<file path="src/rtl/desc_fetch_dispatch.sv">
module desc_fetch_dispatch #(
  parameter int NSLOT = 7,
  parameter int AW    = 36,
  parameter int SW    = $clog2(NSLOT + 1)
) (
  input  logic          clk,
  input  logic          rst_n,
  input  logic          db_valid,
  input  logic [AW-1:0] db_addr,
  input  logic [NSLOT-1:0] cfg_out_mask,
  input  logic          cfg_wb_en,
  output logic          busy,
  output logic          err,
  output logic          mem_req,
  output logic          mem_we,
  output logic [AW-1:0] mem_addr,
  output logic [63:0]   mem_wdata,
  input  logic          mem_ack,
  input  logic          mem_err,
  input  logic [63:0]   mem_rdata,
  output logic          prq_valid,
  input  logic          prq_ready,
  output logic [SW-1:0] prq_slot,
  output logic [AW-1:0] prq_addr,
  output logic [15:0]   prq_len,
  output logic [6:0]    prq_ext,
  output logic          prq_jump,
  output logic          prq_write,
  input  logic          job_done,
  input  logic [31:0]   job_status
);

  typedef enum logic [2:0] {S_IDLE, S_READ, S_SEND, S_WAIT, S_WBACK} st_t;

  st_t           st_q;
  logic [SW-1:0] idx_q;
  logic [AW-1:0] base_q;
  logic [NSLOT:0] dir_q;
  logic          wb_q;
  logic          err_q;
  logic [31:0]   ctrl_q;
  logic [31:0]   stat_q;
  logic [15:0]   len_q;
  logic          jump_q;
  logic [6:0]    ext_q;
  logic [35:0]   ptr_q;

  logic          last_slot;
  logic [15:0]   rd_len;
  logic          unused_rsvd;

  assign last_slot   = (idx_q == SW'(NSLOT));
  assign rd_len      = mem_rdata[63:48];
  assign unused_rsvd = ^mem_rdata[39:36];

  assign busy      = (st_q != S_IDLE);
  assign err       = err_q;
  assign mem_req   = (st_q == S_READ) || (st_q == S_WBACK);
  assign mem_we    = (st_q == S_WBACK);
  assign mem_addr  = (st_q == S_WBACK) ? base_q : base_q + AW'({idx_q, 3'b000});
  assign mem_wdata = {ctrl_q, stat_q};

  assign prq_valid = (st_q == S_SEND);
  assign prq_slot  = idx_q;
  assign prq_addr  = AW'(ptr_q);
  assign prq_len   = len_q;
  assign prq_ext   = ext_q;
  assign prq_jump  = jump_q;
  assign prq_write = dir_q[idx_q];

  always_ff @(posedge clk) begin
    if (!rst_n) begin
      st_q   <= S_IDLE;
      idx_q  <= '0;
      base_q <= '0;
      dir_q  <= '0;
      wb_q   <= 1'b0;
      err_q  <= 1'b0;
      ctrl_q <= '0;
      stat_q <= '0;
      len_q  <= '0;
      jump_q <= 1'b0;
      ext_q  <= '0;
      ptr_q  <= '0;
    end else begin
      case (st_q)
        S_IDLE: if (db_valid) begin
          base_q <= db_addr;
          idx_q  <= '0;
          dir_q  <= {cfg_out_mask, 1'b0};
          wb_q   <= cfg_wb_en;
          err_q  <= 1'b0;
          st_q   <= S_READ;
        end
        S_READ: if (mem_ack) begin
          if (mem_err) begin
            err_q <= 1'b1;
            st_q  <= S_IDLE;
          end else if (idx_q == '0) begin
            ctrl_q <= mem_rdata[63:32];
            idx_q  <= SW'(1);
          end else if (rd_len == '0) begin
            if (last_slot) st_q <= S_WAIT;
            else           idx_q <= idx_q + SW'(1);
          end else begin
            len_q  <= rd_len;
            jump_q <= mem_rdata[47];
            ext_q  <= mem_rdata[46:40];
            ptr_q  <= mem_rdata[35:0];
            st_q   <= S_SEND;
          end
        end
        S_SEND: if (prq_ready) begin
          if (last_slot) st_q <= S_WAIT;
          else begin
            idx_q <= idx_q + SW'(1);
            st_q  <= S_READ;
          end
        end
        S_WAIT: if (job_done) begin
          stat_q <= job_status;
          st_q   <= wb_q ? S_WBACK : S_IDLE;
        end
        S_WBACK: if (mem_ack) st_q <= S_IDLE;
        default: st_q <= S_IDLE;
      endcase
    end
  end

endmodule

</file>
<file path="config.mk">
export PLATFORM = sky130hd
export DESIGN_NAME = desc_fetch_dispatch
export DESIGN_NICKNAME = d
export VERILOG_FILES = /design/src/rtl/desc_fetch_dispatch.sv
export SDC_FILE = /design/constraint.sdc
export NUM_CORES = 1
export LEC_CHECK = 0
export CAP_MARGIN = 25
export CORE_UTILIZATION = 30
export CTS_CLUSTER_DIAMETER = 40
export DETAILED_ROUTE_END_ITERATION = 10
export GPL_TIMING_DRIVEN = 0
export PLACE_DENSITY_LB_ADDON = 0.25
export SYNTH_ARGS = -nofsm -noshare
export SYNTH_HDL_FRONTEND = slang
export SYNTH_SLANG_ARGS = --single-unit
</file>
<file path="constraint.sdc">
create_clock -name clk -period 5.36 [get_ports clk]
set_clock_uncertainty 0.05 [all_clocks]
set_input_delay 1.072 -clock clk [delete_from_list [all_inputs] [get_ports clk]]
set_output_delay 1.072 -clock clk [all_outputs]
set_load 0.05 [all_outputs]
</file>
# Word level (Yosys, flattened, before mapping)
# Cells that the tools add are included.
# W data, S select, Z words.
[totals]
mem_bits_rw = 0
out_inout_bits = 169
mem_count = 0
input_bits = 147
reg_bits = 175
elab_cells = 74
latch_bits = 0
romBits = 0
[op_classes]
mux = 27
n_eq_ne = 15
shift = 0
n_mul = 0
order_cmp = 1
n_addsub = 2
reduce_logical = 14
n_bitwise = 3
n_div = 0
[ops]
columns = ["cell", "n"]
rows = [
  ["$mux W3", 17],
  ["$add A36 B6 Y36", 1],
  ["$mux W36", 1],
  ["$logic_not A16 Y1", 1],
  ["$pmux W3 S5", 1],
  ["$ne A2 B2 Y1 const B", 5],
  ["$pmux W3 S3", 1],
  ["$reduce_and A4 Y1", 2],
  ["$reduce_and A7 Y1", 1],
  ["$eq A3 B2 Y1 const B", 2],
  ["$eq A3 B3 Y1 const B", 2],
  ["$logic_not A3 Y1", 2],
  ["$reduce_and A6 Y1", 1],
  ["$reduce_bool A3 Y1", 2],
  ["$reduce_and A5 Y1", 1],
  ["$lt A3 B4 Y1 const B", 1],
  ["$mux W1", 4],
  ["$ne A2 B1 Y1 const B", 2],
  ["$ne A4 B4 Y1 const B", 1],
  ["$reduce_and A2 Y1", 2],
  ["$add A3 B1 Y3 const B", 1],
  ["$bmux W1 S3", 1],
  ["$eq A3 B1 Y1 const B", 1],
  ["$ne A3 B1 Y1 const B", 1],
  ["6 further kinds", 8],
]

# Depth between registers and ports, before layout
[logic_depth]
depth_word = 7
depth_mapped = 9
mapped_depth_nobuf = 7

# Worst setup path after synthesis
# No wires, ideal clock.
[synth_timing]
path_kind = "flip-flop to output port"
from = "register idx_q[0], in the netlist prq_slot[0]"
to = "output mem_addr[29]"
t_arrival_ns = 2.818
t_required_ns = 4.238
slack_ns = 1.420
path_buffers = 0
stages_incl_launch_ff = 8
cell_sequence = "dfxtp_1 ha_1 fa_1 a21oi_1 nor4b_4 nand2_4 nor3_1 xor2_1"
[synth_between]
elab_chain_cells = 2
[synth_lines]
columns = ["item", "line_no", "source"]
rows = [
  ["start, declared", "36", "logic [SW-1:0] idx_q;"],
  ["start signal, assigned", "104", "else idx_q <= idx_q + SW'(1);"],
  ["start signal, assigned", "116", "idx_q <= idx_q + SW'(1);"],
  ["$add A36 B6 Y36", "60", "assign mem_addr = (st_q == S_WBACK) ? base_q : base_q + AW'({idx_q, 3'b000});"],
  ["$mux W36", "60", ""],
  ["end, declared", "16", "output logic [AW-1:0] mem_addr,"],
]
# No other way between the ends.

# Worst setup path in the final report
[layout_timing]
from = "register idx_q[0], in the netlist prq_slot[0]"
to = "output mem_addr[33]"
# The elaborated chain is that of the path after synthesis.

==> flow_metrics.tcl <==
set metrics [dict create \
    power_density_nw_per_um2 316 \
    start_util 0.309 \
    async_flop_share 0 \
    p_leak_nw 4.09 \
    yosys_warnings 0 \
    place_area_sq_um 10800 \
    cts_resized 0 \
    grt_pass1_vias 6972 \
    post-place-ws_ps 1200 \
    fin_area_sq_um 11400 \
    start_kind "register" \
    synth_top_flop_cell "dfxtp_1" \
    wl_per_cell_um 15.8 \
    synth_edf_count 0 \
    max_slew.worst_pin.slew_ps 779 \
    critPathSlowestCell "clkdlybuf4s50_1" \
    critPathLaunch "prq_slot[0]" \
    totalNegativeSetupSlack_ps 0 \
    overflow 0 \
    synth_top_cell_area_share 0.479 \
    r2r-start "prq_slot[1]" \
    endpoint "mem_addr[33]" \
    fin_ws_ps 802 \
    cpPeakStageDelay_ps 830 \
    synth.distinct_cells 51 \
    drc 0 \
    cts_setup_buffers 0 \
    min_period_ps 4560 \
    irDropWorstVdd_uv 183 \
    syn_area_sq_um 7310 \
    grt_max_degree 19 \
    synth_commonest_cells "297 x nand2_1, 175 x dfxtp_1, 115 x a21oi_1" \
    total_power_w 0.00362 \
    cts_tree "done" \
    timing.final.crit_share 0.850 \
    cts_made_buffers 17 \
    htreeDepth 4 \
    insertion_delay_ps 420 \
    globalplace.congestion 0.854 \
    holdWs_ps 402 \
    clockBufferDepth 2 \
    antenna_found_initial 0 \
    cp_cell_sequence "ha_1, fa_1, a21oi_1, nor4b_4, nand2_4, nor3_1, xor2_1, clkdlybuf4s50_1" \
    syn_nets 1082 \
    outcome "complete, no violations" \
    portBuffers 314 \
    fmax_mhz 219 \
    maxCapViolCount 0 \
    synth.avg_cell_area_sq_um 7.87 \
    ios 316 \
    finalHoldViolations 0 \
    drt_iter0_markers 317 \
    wl_um 25300 \
    synth_top_area_cell "dfxtp_1" \
    grt_setup_unrepaired "no" \
    hold_buffers 0 \
    arrival_ps 3440 \
    dp_hpwl_um 19100 \
    ant_nets 0 \
    yosysMostFrequentCell "nand2_1" \
    vias_per_cell 4.71 \
    maxSlewViolCount 0 \
    cp_max_fo 7 \
    drt-pass1-iter-count 5 \
    die_y_um 158 \
    final_nets 1415 \
    reg2reg_depth 7 \
    syn_to_final_growth_pct 56.6 \
    drive_gt1_frac 0.0627 \
    synth_area_leaders "dfxtp_1 48%, nand2_1 15%, a21oi_1 7.9%" \
    relSlewSlack 0.481 \
    synth-seq-area-share 0.479 \
    rows 56 \
    route.vias.total 7514 \
    die_w_um 158 \
    grtUsageTotal 0.199 \
    ys_ff_latch 175 \
    synthCells 929 \
    core_area_sq_um 23700 \
    crit_type "register to output port" \
    rrSetupSlack_ps 2980 \
    die_area_sq_um 25000 \
    cts_root_buffer "clkbuf_16" \
    worst_r2r_endpoint "st_q[2]" \
    grt_pass1_wl_um 38300 \
    path_clk_slew_ps 70 \
    clock-sinks 175 \
    end_kind "output port" \
    setup_viol 0 \
    hold_class "register to register" \
    crit_required_ps 4240 \
]
==> cell type report <==
| class | count | area, sq um |
|---|---|---|
| inverters | 9 | 33.8 |
| fillers | 2401 | 12200 |
| clock buffers | 17 | 425 |
| well taps | 319 | 399 |
| plain buffers | 71 | 325 |
| multi-input cells | 674 | 3440 |
| diodes | 1 | 2.50 |
| clock inverters | 15 | 165 |
| flip-flops and latches | 175 | 3500 |
| repair buffers | 314 | 3140 |
==> cell families (layout without fill, tap and decap cells) <==
logic type      count (synthesis)  after routing  share of synthesized area
compound gates                190            190                      0.134
xor+xnor                       34             34                     0.0408
fa+ha+maj                       6              6                     0.0113
buf+inv                        80            426                     0.0491
flops                         175            175                      0.479
mux                             7              7                     0.0120
other cells                     0              1                          0
simple gates                  437            437                      0.273
==> flip-flops by register name, indices dropped and copies added (netlist names) <==
register	count
ctrl_q	32
prq_addr	36
stat_q	32
st_q	3
dir_q	7
wb_q	1
prq_len	16
prq_jump	1
prq_slot	3
base_q	36
err	1
prq_ext	7
==> cells in the final DEF (no fill, tap or decap), types with 2 or more instances in the layout <==
cell / synthesis / layout
clkdlybuf4s50_1: 0 / 314
nand2_1: 297 / 297
dfxtp_1: 175 / 175
a21oi_1: 115 / 115
nand3_1: 74 / 74
o21ai_0: 57 / 57
clkbuf_1: 40 / 40
xnor2_1: 20 / 20
buf_2: 20 / 20
clkbuf_16: 0 / 17
xor2_1: 14 / 14
nor3_1: 14 / 14
nor2_1: 12 / 12
inv_1: 9 / 9
buf_4: 7 / 7
o21ai_1: 7 / 7
inv_6: 0 / 7
nand4_1: 6 / 6
nor4_1: 5 / 5
ha_1: 5 / 5
mux2_2: 4 / 4
buf_1: 3 / 3
and4_1: 3 / 3
nor4_4: 3 / 3
and3_1: 3 / 3
a211oi_1: 2 / 2
a2111oi_0: 2 / 2
a31oi_1: 2 / 2
mux2i_1: 2 / 2
nand4_4: 2 / 2
nor2b_1: 2 / 2
and2_1: 2 / 2
inv_8: 0 / 2
clkinv_2: 0 / 2
clkinv_8: 0 / 2
==> power by group <==
part | total (W) | internal [W] | switching, W
logic | 0.000924 | 0.000351 | 0.000573
registers | 0.00144 | 0.00137 | 0.0000666
clock network | 0.00126 | 0.000665 | 0.000591
total | 0.00362 | 0.00239 | 0.00123
==> critical path, delay by kind of cell, from the launching register on <==
kind / cells / cell delay, ps
flip-flops: 1 / 470
XOR/XNOR: 1 / 210
AND/OR/NAND/NOR: 3 / 910
adder cells (fa/ha/maj): 2 / 460
buffers and inverters: 1 / 830
AO/OA/AOI/OAI: 1 / 120
==> metrics by stage <==
step	util	std cells
CTS	0.483	1594
global route	0.483	1594
global placement	0.458	1562
detailed placement	0.458	1562
floorplan	-	929
finish	0.483	1595
==> worst min path at each step <==
stage                          start    endpoint  slack [ps]  depth (start not counted)
after floorplan             dir_q[6]    dir_q[6]         380                          2
after global placement    ctrl_q[29]  ctrl_q[29]         390                          2
after detailed placement  ctrl_q[15]  ctrl_q[15]         400                          2
after CTS                 stat_q[26]  stat_q[26]         410                          2
after global routing      stat_q[27]  stat_q[27]         420                          2
final                     stat_q[30]  stat_q[30]         400                          2
==> layer usage <==
layer / vias up / global-route usage / part of all wire
li1: 3779 / - / -
met4: 0 / 0.0728 / 0.025
met2: 218 / 0.334 / 0.49
met5: - / 0 / 0
met3: 29 / 0.0476 / 0.062
met1: 3488 / 0.247 / 0.43
Power figures use the tool's default switching activity.
